$ cat config.mk
export PLATFORM = sky130hd
export DESIGN_NAME = gpio_bank
export DESIGN_NICKNAME = d
export VERILOG_FILES = /design/src/rtl/gpio_bank_pkg.sv /design/src/rtl/gpio_sync.sv /design/src/rtl/gpio_port.sv /design/src/rtl/gpio_bank.sv
export SDC_FILE = /design/constraint.sdc
export NUM_CORES = 1
export LEC_CHECK = 0
export ABC_CLOCK_PERIOD_IN_PS = 3030
export BUFFER_PORTS_ARGS = -buffer_cell sky130_fd_sc_hd__buf_2
export CORE_MARGIN = 4
export CORE_UTILIZATION = 63
export DETAILED_ROUTE_END_ITERATION = 8
export PLACE_DENSITY = 0.85
export SYNTH_ARGS = -nofsm -noshare
export SYNTH_HDL_FRONTEND = slang
export SYNTH_HIERARCHICAL = 1
export SYNTH_SLANG_ARGS = --single-unit
$ cat constraint.sdc
create_clock -name clk -period 3.03 [get_ports clk]
set_clock_uncertainty 0.05 [all_clocks]
set_input_delay 0.606 -clock clk [delete_from_list [all_inputs] [get_ports clk]]
set_output_delay 0.606 -clock clk [all_outputs]
set_load 0.005 [all_outputs]
$ cat src/rtl/gpio_bank_pkg.sv
package gpio_bank_pkg;

  // Register kind codes; the code is the address field at bits 6:4.
  typedef enum logic [2:0] {
    K_EN   = 3'd0,
    K_OE   = 3'd1,
    K_OUT  = 3'd2,
    K_IN   = 3'd3,
    K_STAT = 3'd4,
    K_IEN  = 3'd5,
    K_LEV  = 3'd6,
    K_CLR  = 3'd7
  } reg_kind_e;

  localparam int unsigned KIND_LSB = 4;
  localparam int unsigned KIND_W   = 3;
  localparam int unsigned PORT_LSB = 2;
  localparam int unsigned SPAN_HI  = KIND_LSB + KIND_W; // first bit that must be zero

  // Kind field of a byte offset.
  function automatic reg_kind_e kind_of(input logic [SPAN_HI-1:0] low_addr);
    return reg_kind_e'(low_addr[KIND_LSB +: KIND_W]);
  endfunction

endpackage

$ cat src/rtl/gpio_sync.sv
module gpio_sync #(
  parameter int unsigned W      = 8,
  parameter int unsigned STAGES = 2
) (
  input  logic         clk,
  input  logic         rst_n,
  input  logic [W-1:0] d_raw,
  output logic [W-1:0] d_sync
);

  logic [W-1:0] stg [STAGES];

  always_ff @(posedge clk or negedge rst_n) begin
    if (!rst_n) stg[0] <= '0;
    else        stg[0] <= d_raw;
  end

  for (genvar s = 1; s < STAGES; s++) begin : g_stage
    always_ff @(posedge clk or negedge rst_n) begin
      if (!rst_n) stg[s] <= '0;
      else        stg[s] <= stg[s-1];
    end
  end

  assign d_sync = stg[STAGES-1];

endmodule

$ cat src/rtl/gpio_port.sv
module gpio_port
  import gpio_bank_pkg::*;
#(
  parameter int unsigned W = 8
) (
  input  logic           clk,
  input  logic           rst_n,
  input  logic           sel,
  input  logic           wr,
  input  logic           use_mask,
  input  reg_kind_e      kind,
  input  logic [2*W-1:0] wd,
  input  logic [W-1:0]   pin_sync,
  output logic [W-1:0]   en_q,
  output logic [W-1:0]   oe_q,
  output logic [W-1:0]   out_q,
  output logic [W-1:0]   ien_q,
  output logic [W-1:0]   lev_q,
  output logic [W-1:0]   stat_q,
  output logic [W-1:0]   qual,
  output logic [W-1:0]   clr_bits
);

  // Keep old bits where the mask is 0, take the value where it is 1.
  function automatic logic [W-1:0] masked_merge(input logic [W-1:0] cur,
                                                input logic [W-1:0] msk,
                                                input logic [W-1:0] val);
    return (cur & ~msk) | (val & msk);
  endfunction

  // Next register value for a write through either window.
  function automatic logic [W-1:0] field_next(input logic [W-1:0]   cur,
                                              input logic           masked,
                                              input logic [2*W-1:0] d);
    return masked ? masked_merge(cur, d[2*W-1:W], d[W-1:0]) : d[W-1:0];
  endfunction

  // A pin qualifies when its synchronised level equals its level bit.
  function automatic logic [W-1:0] level_match(input logic [W-1:0] lvl,
                                               input logic [W-1:0] pins);
    return ~(lvl ^ pins);
  endfunction

  logic wr_here;
  logic hit_en, hit_oe, hit_out, hit_ien, hit_lev, hit_clr;

  assign wr_here = sel && wr;
  assign hit_en  = wr_here && (kind == K_EN);
  assign hit_oe  = wr_here && (kind == K_OE);
  assign hit_out = wr_here && (kind == K_OUT);
  assign hit_ien = wr_here && (kind == K_IEN);
  assign hit_lev = wr_here && (kind == K_LEV);
  assign hit_clr = wr_here && (kind == K_CLR) && !use_mask;

  assign clr_bits = hit_clr ? wd[W-1:0] : '0;
  assign qual     = level_match(lev_q, pin_sync);

  always_ff @(posedge clk or negedge rst_n) begin
    if (!rst_n) begin
      en_q  <= '0;
      oe_q  <= '0;
      out_q <= '0;
      ien_q <= '0;
      lev_q <= '0;
    end else begin
      if (hit_en)  en_q  <= field_next(en_q,  use_mask, wd);
      if (hit_oe)  oe_q  <= field_next(oe_q,  use_mask, wd);
      if (hit_out) out_q <= field_next(out_q, use_mask, wd);
      if (hit_ien) ien_q <= field_next(ien_q, use_mask, wd);
      if (hit_lev) lev_q <= field_next(lev_q, use_mask, wd);
    end
  end

  // Status: clear first, then a qualifying level sets the bit again.
  always_ff @(posedge clk or negedge rst_n) begin
    if (!rst_n) stat_q <= '0;
    else        stat_q <= (stat_q & ~clr_bits) | qual;
  end

endmodule

$ cat src/rtl/gpio_bank.sv
module gpio_bank
  import gpio_bank_pkg::*;
#(
  parameter int unsigned PORTS     = 4,
  parameter int unsigned PORT_W    = 8,
  parameter int unsigned ADDR_W    = 12,
  parameter int unsigned DATA_W    = 32,
  parameter int unsigned ALIAS_BIT = 11,
  parameter int unsigned SYNC_LEN  = 2
) (
  input  logic                    clk,
  input  logic                    rst_n,
  input  logic                    bus_we,
  input  logic [ADDR_W-1:0]       bus_addr,
  input  logic [DATA_W-1:0]       bus_wdata,
  output logic [DATA_W-1:0]       bus_rdata,
  input  logic [PORTS*PORT_W-1:0] pin_in,
  output logic [PORTS*PORT_W-1:0] pin_out,
  output logic [PORTS*PORT_W-1:0] pin_oe,
  output logic                    irq
);

  localparam int unsigned PIN_W  = PORTS * PORT_W;
  localparam int unsigned PSEL_W = (PORTS > 1) ? $clog2(PORTS) : 1;
  localparam int unsigned WD_W   = 2 * PORT_W;

  // Address decode
  logic              use_mask;
  logic              in_window;
  reg_kind_e         kind;
  logic [PSEL_W-1:0] psel;

  assign use_mask  = bus_addr[ALIAS_BIT];
  assign in_window = (bus_addr[ALIAS_BIT-1:SPAN_HI] == '0);
  assign kind      = kind_of(bus_addr[SPAN_HI-1:0]);
  assign psel      = bus_addr[PORT_LSB +: PSEL_W];

  // Synchronised inputs
  logic [PIN_W-1:0] sync_all;

  gpio_sync #(.W(PIN_W), .STAGES(SYNC_LEN)) u_sync (
    .clk    (clk),
    .rst_n  (rst_n),
    .d_raw  (pin_in),
    .d_sync (sync_all)
  );

  // Per-port register slices
  logic [PORT_W-1:0] en_a   [PORTS];
  logic [PORT_W-1:0] oe_a   [PORTS];
  logic [PORT_W-1:0] out_a  [PORTS];
  logic [PORT_W-1:0] ien_a  [PORTS];
  logic [PORT_W-1:0] lev_a  [PORTS];
  logic [PORT_W-1:0] stat_a [PORTS];
  logic [PORT_W-1:0] in_a   [PORTS];

  // Flattened views, named for the checker
  logic [PIN_W-1:0] en_all, oe_all, out_all, ien_all, lev_all;
  logic [PIN_W-1:0] stat_all, qual_all, clr_all;

  for (genvar p = 0; p < PORTS; p++) begin : g_port
    logic sel_p;
    assign sel_p = in_window && (psel == PSEL_W'(p));
    assign in_a[p] = sync_all[p*PORT_W +: PORT_W];

    gpio_port #(.W(PORT_W)) u_port (
      .clk      (clk),
      .rst_n    (rst_n),
      .sel      (sel_p),
      .wr       (bus_we),
      .use_mask (use_mask),
      .kind     (kind),
      .wd       (bus_wdata[WD_W-1:0]),
      .pin_sync (in_a[p]),
      .en_q     (en_a[p]),
      .oe_q     (oe_a[p]),
      .out_q    (out_a[p]),
      .ien_q    (ien_a[p]),
      .lev_q    (lev_a[p]),
      .stat_q   (stat_a[p]),
      .qual     (qual_all[p*PORT_W +: PORT_W]),
      .clr_bits (clr_all[p*PORT_W +: PORT_W])
    );

    assign en_all  [p*PORT_W +: PORT_W] = en_a[p];
    assign oe_all  [p*PORT_W +: PORT_W] = oe_a[p];
    assign out_all [p*PORT_W +: PORT_W] = out_a[p];
    assign ien_all [p*PORT_W +: PORT_W] = ien_a[p];
    assign lev_all [p*PORT_W +: PORT_W] = lev_a[p];
    assign stat_all[p*PORT_W +: PORT_W] = stat_a[p];
  end

  // Pin drive
  assign pin_oe  = en_all & oe_all;
  assign pin_out = out_all & pin_oe;

  // Bank interrupt
  assign irq = |(stat_all & ien_all);

  // Read mux
  logic [PORT_W-1:0] rd_field;

  always_comb begin
    rd_field = '0;
    unique case (kind)
      K_EN:    rd_field = en_a[psel];
      K_OE:    rd_field = oe_a[psel];
      K_OUT:   rd_field = out_a[psel];
      K_IN:    rd_field = in_a[psel];
      K_STAT:  rd_field = stat_a[psel];
      K_IEN:   rd_field = ien_a[psel];
      K_LEV:   rd_field = lev_a[psel];
      K_CLR:   rd_field = '0;
      default: rd_field = '0;
    endcase
  end

  assign bus_rdata = in_window ? DATA_W'(rd_field) : '0;

  logic unused_bits;
  assign unused_bits = ^{bus_wdata[DATA_W-1:WD_W], bus_addr[PORT_LSB-1:0],
                         bus_addr[ADDR_W-1:ALIAS_BIT]};

endmodule

==> run metrics <==
flop2flop setup slack=approximately 2100 ps; clk_lat worst skew=between 500 and 600 ps; CTS H-tree depth=1; clock buffer depth=3; status=finished, final reports clean; hold slack=32.4 ps; Worst R2R End=g_port[1].u_port/stat_q[4]$_DFF_PN0_; P_leak=around 7.5 nW; largest net degree at the start of global routing=82; root buf cell=clkbuf_16; Pwr Density=approximately 520 nW/um2; reg2reg start=u_sync/d_sync[12]$_DFF_PN0_; Iter 0 DRT Violations=roughly 1200; RSZ-0062 raised after global routing=no; DRC Markers=0; initial core utilization=0.638; CP Data Required Time=between 2000 and 2500 ps; hpwl dp=between 20000 and 30000 um; row cnt=between 50 and 60; Top Ports=roughly 180; fin nets=between 1000 and 1500; Register-to-Register Path Depth=2; post-synth cell types=47; Overall Global Routing Usage=0.313; Register Area=around 6400 um2; max-cap violations=0; mapped cell area=about 14000 um2; Power Total=8.15 mW; Yosys reg bits=256; vias in the first global route=between 10000 and 15000; Total Neg Setup Slack=0 ps; filler instances=approximately 1500; antenna viol nets, final=0; Hold Path Class=primary input to async pin; area grow syn2layout=12.2%; layout cell share with drive strength beyond 1=0.349; Crit. End Element=primary output; post-synth top area share=0.462; Avg Cell Area, Syn=12.1 um2; Hold-fix buffers, CTS=0; first-pass GRT wire length=59500 um; fmax=roughly 340 MHz; area of the multi-input gates=roughly 6400 um2; Post-synth EDFFs=0; die height=approximately 160 um; width of the die=156 um; Final Hold Vio Count=0; critical path launch point type=flip-flop; drt first pass iters=6; Main synth FF type=dfrtp_1; Setup WS post-layout=roughly 85 ps; vias per cell=6.63; CTS sink count=~260; top cells by count, synth=dfrtp_1, mux2_2, nor3_1; Mapped Cells=between 1000 and 1500; final worst path period need=between 2000 and 3000 ps; CTS tree=built; routability congestion estimate=0.986; core area=roughly 22000 um2; number of clock buffers inserted by TritonCTS=27; Max rail drop VDD=approximately 380 uV; Buffers on Ports=between 100 and 150; Setup violations, final=0; antenna cells=0; Slew Limit Fails=0; GRT overflow=0; CP Max Fanout=2; fin crit share=0.972; WL/cell=around 25 um; clk slew on worst S/H paths=60 ps; placed cell count=1499; most frequent cell after synthesis=dfrtp_1; ys async rst share=1.00; area leader, netlist=dfrtp_1; Syn. warnings=6; Slew @ Worst Pin=between 600 and 700 ps; Setup CP Type=flip-flop to primary output; total wire length=around 39000 um; via count=between 10000 and 15000; antenna violations before repair=1; DP Worst Slack=approximately 53 ps; Worst EP arrival=2290 ps; Die Area=24500 um2; Slew HR=0.551; register area share after synthesis=0.462; Cell Count, Final, Fillers Out=1548; top post-synthesis cells by area=dfrtp_1, mux2_2, mux4_2
-- layer usage --
layer  GRT usage  vias up  wire length, um
li1            -     4335                -
met3      0.0741      167             4620
met2       0.482      781            17700
met5           0        -               13
met4       0.127        2             1830
met1       0.432     4975            14400
-- stage by stage --
stage / area [um2] / util
final: 15600 / 0.716
after CTS: 15600 / 0.716
after floorplan: 14000 / -
after detailed placement: 14500 / 0.667
after global placement: 14500 / 0.667
after global routing: 15600 / 0.716
-- final cells by class --
type,count,area share
multi-input combinational,727,0.413
sequential,256,0.411
timing repair buffer,174,0.0700
clock buffer,32,0.0478
tap,280,0.0225
clock inverter,17,0.0206
inverter,62,0.0149
-- how the worst max path moves through the flow --
stage	start	to	slack, ps	cells past startpoint
finish	u_sync/d_sync[6]$_DFF_PN0_	bus_rdata[6]	90	5
floorplan	bus_addr[3]	flip-flop	440	9
global route	bus_addr[2]	bus_rdata[1]	20	8
global placement	bus_addr[2]	bus_rdata[7]	80	7
CTS	bus_addr[2]	bus_rdata[1]	40	8
detailed placement	bus_addr[2]	bus_rdata[7]	50	7
-- cell families after synthesis --
logic type	synth area share
simple gates	0.165
flops	0.462
mux	0.222
buf+inv	0.0815
compound gates	0.0489
xor+xnor	0.0202
other cells	0.000270
-- timing repair --
action | 4_1_cts | 5_1_grt
buffers inserted | 0 | 0
setup endpoints to repair | 0 | 3
resized for setup | 0 | 2
-- power by group --
group	total (mW)	switching (mW)	internal [mW]
Combinational	0.684	0.438	0.246
Sequential	3.57	0.0655	3.51
Clock	3.90	1.38	2.52
Total	8.15	1.88	6.27
-- critical path: stages (launching register included) --
cell,delay [ps]
dfrtp_1,400
mux4_2,480
a22oi_2,260
nor2_1,90
o311a_1,380
buf_2,140
-- cells in the final DEF, fill, tap and decap left out, types with 5 or more instances in the layout --
cell,n
o21ai_0,7
bufinv_16,9
clkbuf_8,5
clkbuf_16,27
mux4_2,38
nor4_1,72
mux2_1,16
buf_4,33
and2_1,33
nor2b_1,26
and3_1,35
dfrtp_1,256
xnor2_1,32
o21bai_1,33
buf_2,131
and2b_1,9
nand2_1,12
nand2b_1,9
nor4_2,21
a22oi_1,32
a31oi_1,10
buf_12,8
nor2_1,9
conb_1,24
mux2_2,144
mux2i_1,16
mux4_1,10
nor3_1,97
inv_1,62
Power figures use the tool's default switching activity.
